$ cat src/rtl/alu_status_pkg.sv
package alu_status_pkg;

    localparam int FN_W = 10;
    localparam int SR_W = 4;

    localparam int FLAG_Z = 0;
    localparam int FLAG_N = 1;
    localparam int FLAG_C = 2;
    localparam int FLAG_V = 3;

    typedef enum logic [FN_W-1:0] {
        FN_ADD   = 10'h001,
        FN_SUB   = 10'h002,
        FN_MUL   = 10'h003,
        FN_MAC   = 10'h006,
        FN_AND   = 10'h007,
        FN_OR    = 10'h008,
        FN_XOR   = 10'h009,
        FN_SHL   = 10'h00A,
        FN_SHRL  = 10'h00B,
        FN_SHRA  = 10'h00C,
        FN_FIELD = 10'h00D,
        FN_REVB  = 10'h00E,
        FN_LZC   = 10'h00F
    } alu_fn_e;

    function automatic logic fn_known(input logic [FN_W-1:0] f);
        case (f)
            FN_ADD, FN_SUB, FN_MUL, FN_MAC, FN_AND, FN_OR, FN_XOR,
            FN_SHL, FN_SHRL, FN_SHRA, FN_FIELD, FN_REVB, FN_LZC: fn_known = 1'b1;
            default: fn_known = 1'b0;
        endcase
    endfunction

endpackage

$ cat src/rtl/alu_status_arith.sv
module alu_status_arith
    import alu_status_pkg::*;
#(
    parameter int DATA_W = 32
) (
    input  logic [FN_W-1:0]   func,
    input  logic [DATA_W-1:0] op_a,
    input  logic [DATA_W-1:0] op_b,
    input  logic [DATA_W-1:0] acc_in,
    output logic [DATA_W-1:0] res,
    output logic              carry,
    output logic              ovf,
    output logic              hit
);

    localparam int SUM_W = DATA_W + 1;

    logic              is_sub;
    logic [DATA_W-1:0] b_eff;
    logic [SUM_W-1:0]  sum_ext;
    logic [DATA_W-1:0] prod;
    logic [DATA_W-1:0] mac_sum;
    logic              sign_a;
    logic              sign_b_eff;
    logic              sign_s;

    assign is_sub     = (func == FN_SUB);
    assign b_eff      = is_sub ? ~op_b : op_b;
    assign sum_ext    = {1'b0, op_a} + {1'b0, b_eff} + SUM_W'(is_sub);
    assign prod       = op_a * op_b;
    assign mac_sum    = acc_in + prod;
    assign sign_a     = op_a[DATA_W-1];
    assign sign_b_eff = b_eff[DATA_W-1];
    assign sign_s     = sum_ext[DATA_W-1];

    always_comb begin
        res   = '0;
        carry = 1'b0;
        ovf   = 1'b0;
        hit   = 1'b1;
        case (func)
            FN_ADD, FN_SUB: begin
                res   = sum_ext[DATA_W-1:0];
                carry = sum_ext[DATA_W];
                ovf   = (sign_a == sign_b_eff) && (sign_s != sign_a);
            end
            FN_MUL:  res = prod;
            FN_MAC:  res = mac_sum;
            default: hit = 1'b0;
        endcase
    end

endmodule

$ cat src/rtl/alu_status_bits.sv
module alu_status_bits
    import alu_status_pkg::*;
#(
    parameter int DATA_W = 32
) (
    input  logic [FN_W-1:0]   func,
    input  logic [DATA_W-1:0] op_a,
    input  logic [DATA_W-1:0] op_b,
    output logic [DATA_W-1:0] res,
    output logic              hit
);

    localparam int SH_W    = $clog2(DATA_W);
    localparam int CNT_W   = SH_W + 1;
    localparam int N_BYTES = DATA_W / 8;

    logic [SH_W-1:0]   shamt;
    logic [SH_W-1:0]   fld_len;
    logic [DATA_W-1:0] fld_shift;
    logic [DATA_W-1:0] fld_mask;
    logic [DATA_W-1:0] rev;
    logic [CNT_W-1:0]  lz_cnt;
    logic              lz_seen;

    assign shamt     = op_b[SH_W-1:0];
    assign fld_len   = op_b[2*SH_W-1:SH_W];
    assign fld_shift = op_a >> shamt;
    assign fld_mask  = (fld_len == '0) ? '1 : ((DATA_W'(1) << fld_len) - DATA_W'(1));

    for (genvar g = 0; g < N_BYTES; g++) begin : g_rev
        assign rev[8*g +: 8] = op_a[8*(N_BYTES-1-g) +: 8];
    end

    always_comb begin
        lz_cnt  = CNT_W'(DATA_W);
        lz_seen = 1'b0;
        for (int i = DATA_W - 1; i >= 0; i--) begin
            if (!lz_seen && op_a[i]) begin
                lz_cnt  = CNT_W'(DATA_W - 1 - i);
                lz_seen = 1'b1;
            end
        end
    end

    always_comb begin
        res = '0;
        hit = 1'b1;
        case (func)
            FN_AND:   res = op_a & op_b;
            FN_OR:    res = op_a | op_b;
            FN_XOR:   res = op_a ^ op_b;
            FN_SHL:   res = op_a << shamt;
            FN_SHRL:  res = op_a >> shamt;
            FN_SHRA:  res = $unsigned($signed(op_a) >>> shamt);
            FN_FIELD: res = fld_shift & fld_mask;
            FN_REVB:  res = rev;
            FN_LZC:   res = DATA_W'(lz_cnt);
            default:  hit = 1'b0;
        endcase
    end

endmodule

$ cat src/rtl/alu_status_sreg.sv
module alu_status_sreg
    import alu_status_pkg::*;
(
    input  logic            clk,
    input  logic            rst_n,
    input  logic            load_en,
    input  logic [SR_W-1:0] load_val,
    input  logic            upd_en,
    input  logic [SR_W-1:0] upd_val,
    output logic [SR_W-1:0] sr_q
);

    logic [SR_W-1:0] sr_d;

    always_comb begin
        sr_d = sr_q;
        if (load_en) begin
            sr_d = load_val;
        end else if (upd_en) begin
            sr_d = upd_val;
        end
    end

    always_ff @(posedge clk or negedge rst_n) begin
        if (!rst_n) begin
            sr_q <= '0;
        end else begin
            sr_q <= sr_d;
        end
    end

endmodule

$ cat src/rtl/alu_status.sv
module alu_status
    import alu_status_pkg::*;
#(
    parameter int DATA_W = 32
) (
    input  logic              clk,
    input  logic              rst_n,
    input  logic [DATA_W-1:0] op_a,
    input  logic [DATA_W-1:0] op_b,
    input  logic [DATA_W-1:0] acc_in,
    input  logic [FN_W-1:0]   func,
    input  logic              flag_en,
    input  logic              sr_wr,
    input  logic [SR_W-1:0]   sr_load,
    output logic [DATA_W-1:0] result,
    output logic [SR_W-1:0]   flags,
    output logic [DATA_W-1:0] sr_word
);

    logic [DATA_W-1:0] ar_res;
    logic              ar_c;
    logic              ar_v;
    logic              ar_hit;
    logic [DATA_W-1:0] bt_res;
    logic              bt_hit;
    logic              known;
    logic [SR_W-1:0]   next_flags;

    alu_status_arith #(.DATA_W(DATA_W)) u_arith (
        .func   (func),
        .op_a   (op_a),
        .op_b   (op_b),
        .acc_in (acc_in),
        .res    (ar_res),
        .carry  (ar_c),
        .ovf    (ar_v),
        .hit    (ar_hit)
    );

    alu_status_bits #(.DATA_W(DATA_W)) u_bits (
        .func (func),
        .op_a (op_a),
        .op_b (op_b),
        .res  (bt_res),
        .hit  (bt_hit)
    );

    assign known  = ar_hit | bt_hit;
    assign result = ar_hit ? ar_res : (bt_hit ? bt_res : '0);

    always_comb begin
        next_flags         = '0;
        next_flags[FLAG_Z] = (result == '0);
        next_flags[FLAG_N] = result[DATA_W-1];
        next_flags[FLAG_C] = ar_hit & ar_c;
        next_flags[FLAG_V] = ar_hit & ar_v;
    end

    alu_status_sreg u_sreg (
        .clk      (clk),
        .rst_n    (rst_n),
        .load_en  (sr_wr),
        .load_val (sr_load),
        .upd_en   (flag_en & known),
        .upd_val  (next_flags),
        .sr_q     (flags)
    );

    assign sr_word = {{(DATA_W-SR_W){1'b0}}, flags};

endmodule

$ cat config.mk
export PLATFORM = sky130hd
export DESIGN_NAME = alu_status
export DESIGN_NICKNAME = d
export VERILOG_FILES = /design/src/rtl/alu_status_pkg.sv /design/src/rtl/alu_status_arith.sv /design/src/rtl/alu_status_bits.sv /design/src/rtl/alu_status_sreg.sv /design/src/rtl/alu_status.sv
export SDC_FILE = /design/constraint.sdc
export NUM_CORES = 2
export LEC_CHECK = 0
export ABC_AREA = 1
export CAP_MARGIN = 20
export CORE_UTILIZATION = 45
export DETAILED_ROUTE_END_ITERATION = 8
export DONT_BUFFER_PORTS = 1
export PLACE_DENSITY_LB_ADDON = 0.3
export SETUP_SLACK_MARGIN = 0.1
export SYNTH_ARGS = -nofsm -noshare
export SYNTH_HDL_FRONTEND = slang
export SYNTH_HIERARCHICAL = 1
export SYNTH_SLANG_ARGS = --single-unit
$ cat constraint.sdc
create_clock -name clk -period 15.4 [get_ports clk]
set_input_delay 1.54 -clock clk [delete_from_list [all_inputs] [get_ports clk]]
set_output_delay 1.54 -clock clk [all_outputs]
set_load 0.01 [all_outputs]
==> results_dict.tcl <==
set metrics [dict create \
    status "completed" \
    drv_cap 0 \
    path_clk_slew_ns 0.03 \
    route.detailed.drc 0 \
    gp_congestion 0.9994 \
    syn_to_final_growth_pct 0.9087 \
    dr.first_iter.drc_count 3714 \
    post-dp-hpwl_um 85160 \
    synth_edf_count 0 \
    crit_buf_inv 7 \
    cts_buffer_depth 2 \
    hold_buffers 0 \
    final_hold_viol_count 0 \
    h-tree-depth 1 \
    end_kind "output pin" \
    antenna_found_initial 1 \
    synthTopCellsByArea "fa_1 (29%), nand2_1 (17%), inv_1 (13%), ha_1 (11%), a21oi_1 (4.2%)" \
    syn_avg_cell_area_um2 6.360 \
    grt_pass1_vias 28313 \
    crit_type "in2out" \
    port-buffer-count 0 \
    period_minus_slack_ns 12.00 \
    overflow 0 \
    ys_ff_latch 4 \
    post_cts_buffers 0 \
    rsz0062_at_grt "no" \
    crit_arrival_ns 10.46 \
    cts_buffers 3 \
    relSlewSlack 0.2510 \
    ys.flop_type "dfrtp_1" \
    nNetsFinal 5089 \
    fp.dieH_um 254.3 \
    clock-sinks 4 \
    setup_viol 0 \
    dr.pass1.iters 7 \
    yosysWarnings 6 \
    track_usage 0.3481 \
    synth_cell_types 67 \
    crit_top_cell "fa_1" \
    antenna_cells 0 \
    drive_above_1_share 0.02389 \
    cp_top_family "adder cells" \
    period_share 0.7792 \
    slowest_delay_ns 0.78 \
    vias 29149 \
    avgRoutedWirePerCell_um 21.73 \
    synth.cell_area_um2 28640 \
    tns_ns 0 \
    clk_latency_ns 0.22 \
    pin_count 182 \
    grt_pass1_wl_um 169900 \
    multi_input_area_um2 23760 \
    rows 92 \
    tightest_slew_ns 1.109 \
    slowest_stage "xnor2_1" \
    drt-total-wl_um 112000 \
    largest_reg_flops 4 \
    start_util 0.4548 \
    syn_inst 4503 \
    ant_nets 0 \
    worstPathRequired_ns 13.86 \
    cts-root-buf "clkbuf_16" \
    seq_area_um2 100.1 \
    core_um2 62970 \
    hp-class "reg2reg" \
    vias_per_cell 5.652 \
    final_max_slew_viol_count 0 \
    cts_tree "built" \
    fmax_ghz 0.08334 \
    synthArstFlopShare 1.000 \
    crit_fanout 101 \
    fillCellCount 6690 \
    die_area_um2 64650 \
    die_x_um 254.3 \
    synth.yosys.seq_area_share 0.003495 \
    start_kind "input pin" \
    netlist.area_leader.share 0.2866 \
    clock_skew_ns 0 \
    reg_top3 "u_sreg/sr_q: 4 flops" \
    cts-resized-gates 0 \
    regMostFlops "u_sreg/sr_q" \
    grt_max_degree 102 \
    yosysTopAreaCell "fa_1" \
]
-- Yosys cell counts (4+ instances only) --
cell and n:
nor2_4 4, clkinv_1 7, dfrtp_1 4, a21oi_1 240, or2_2 10, nor2_1 234, buf_6 5, nand2_1 1275
nor4_1 14, buf_1 37, ha_1 252, nand3b_1 11, xor2_1 32, inv_1 981, nand4_1 27, o21ai_0 234
nand2_2 12, o21bai_1 6, o31ai_1 9, buf_4 37, o2111ai_1 5, xnor2_1 46, o311ai_0 6, nor2_2 7
o221ai_1 22, a31oi_1 15, o21ai_1 14, a2111oi_0 4, nand3_2 20, o22ai_1 9, inv_2 12, a21o_1 4
clkbuf_1 133, fa_1 410, buf_2 26, a221oi_1 30, nand3_1 169, o21ai_2 5, o21a_1 7, mux2i_1 5
o211ai_1 45, a211oi_1 8, nor3_1 33
-- path summary, 6_finish.rpt --
check | slack [ns] | from | depth (start not counted) | to
setup / recovery | 3.40 | op_b[2] | 39 | result[31]
hold / removal | 0.63 | u_sreg/sr_q[3]$_DFFE_PN0P_ | 2 | u_sreg/sr_q[3]$_DFFE_PN0P_
setup reg to reg | 14.65 | u_sreg/sr_q[0]$_DFFE_PN0P_ | 2 | u_sreg/sr_q[0]$_DFFE_PN0P_
hold reg to reg | 0.63 | u_sreg/sr_q[3]$_DFFE_PN0P_ | 2 | u_sreg/sr_q[3]$_DFFE_PN0P_
max in group asynchronous | 14.32 | rst_n | 0 | u_sreg/sr_q[1]$_DFFE_PN0P_
min in group asynchronous | 1.01 | rst_n | 0 | u_sreg/sr_q[3]$_DFFE_PN0P_
-- final cells by class --
type	instances	area share
timing repair buffer	19	0.004936
tap	846	0.03663
clock buffer	3	0.002598
sequential	4	0.003464
multi-input combinational	3284	0.8223
inverter	1001	0.1301
-- per-stage QoR --
stage / std cells / cell area, µm² / utilization / setup slack (ns) / hold WS [ns]
3_3_place_gp: 5154 / 28820 / 0.4578 / 3.798 / 0.6180
3_5_place_dp: 5154 / 28820 / 0.4578 / 3.757 / 0.6227
5_1_grt: 5157 / 28900 / 0.4589 / 3.101 / 0.6905
2_1_floorplan: 4530 / 28740 / - / 4.490 / 0.5378
4_1_cts: 5157 / 28900 / 0.4589 / 3.702 / 0.6301
6_report: 5157 / 28900 / 0.4589 / 3.401 / 0.6294
-- per-layer routing --
metal,routed length [µm],global-route usage
met1,45250,0.4587
met2,48580,0.5467
met3,12950,0.08257
met4,5246,0.1411
met5,13,0
-- cells by family after synthesis --
kind of cell,after synthesis,synth area share
buffers and inverters,1242,0.1706
adders and majority gates,662,0.3967
DFF,4,0.003495
AOI/OAI and AO/OA,680,0.1389
muxes,5,0.001748
and+or+nand+nor,1831,0.2645
other,1,0.0001309
xor gates and xnor gates,78,0.02386
-- placed cells by master, fill, tap and decap left out, types with 22 or more instances in the layout --
| cell type | Yosys | final |
|---|---|---|
| nand2_1 | 1275 | 1275 |
| inv_1 | 981 | 980 |
| fa_1 | 410 | 410 |
| ha_1 | 252 | 252 |
| a21oi_1 | 240 | 240 |
| o21ai_0 | 234 | 234 |
| nor2_1 | 234 | 233 |
| nand3_1 | 169 | 169 |
| xnor2_1 | 46 | 46 |
| o211ai_1 | 45 | 45 |
| nor3_1 | 33 | 33 |
| xor2_1 | 32 | 32 |
| a221oi_1 | 30 | 30 |
| conb_1 | 1 | 28 |
| nand4_1 | 27 | 27 |
| o221ai_1 | 22 | 22 |
-- worst reg2reg max path: cells and delay by family, from the launching register on --
family           cells  cell delay (ns)
flip-flops           1             0.46
AND/OR/NAND/NOR      2             0.17
Power is not shown: default switching activity piles up to over one toggle a cycle in this logic, so the estimate is an artifact.
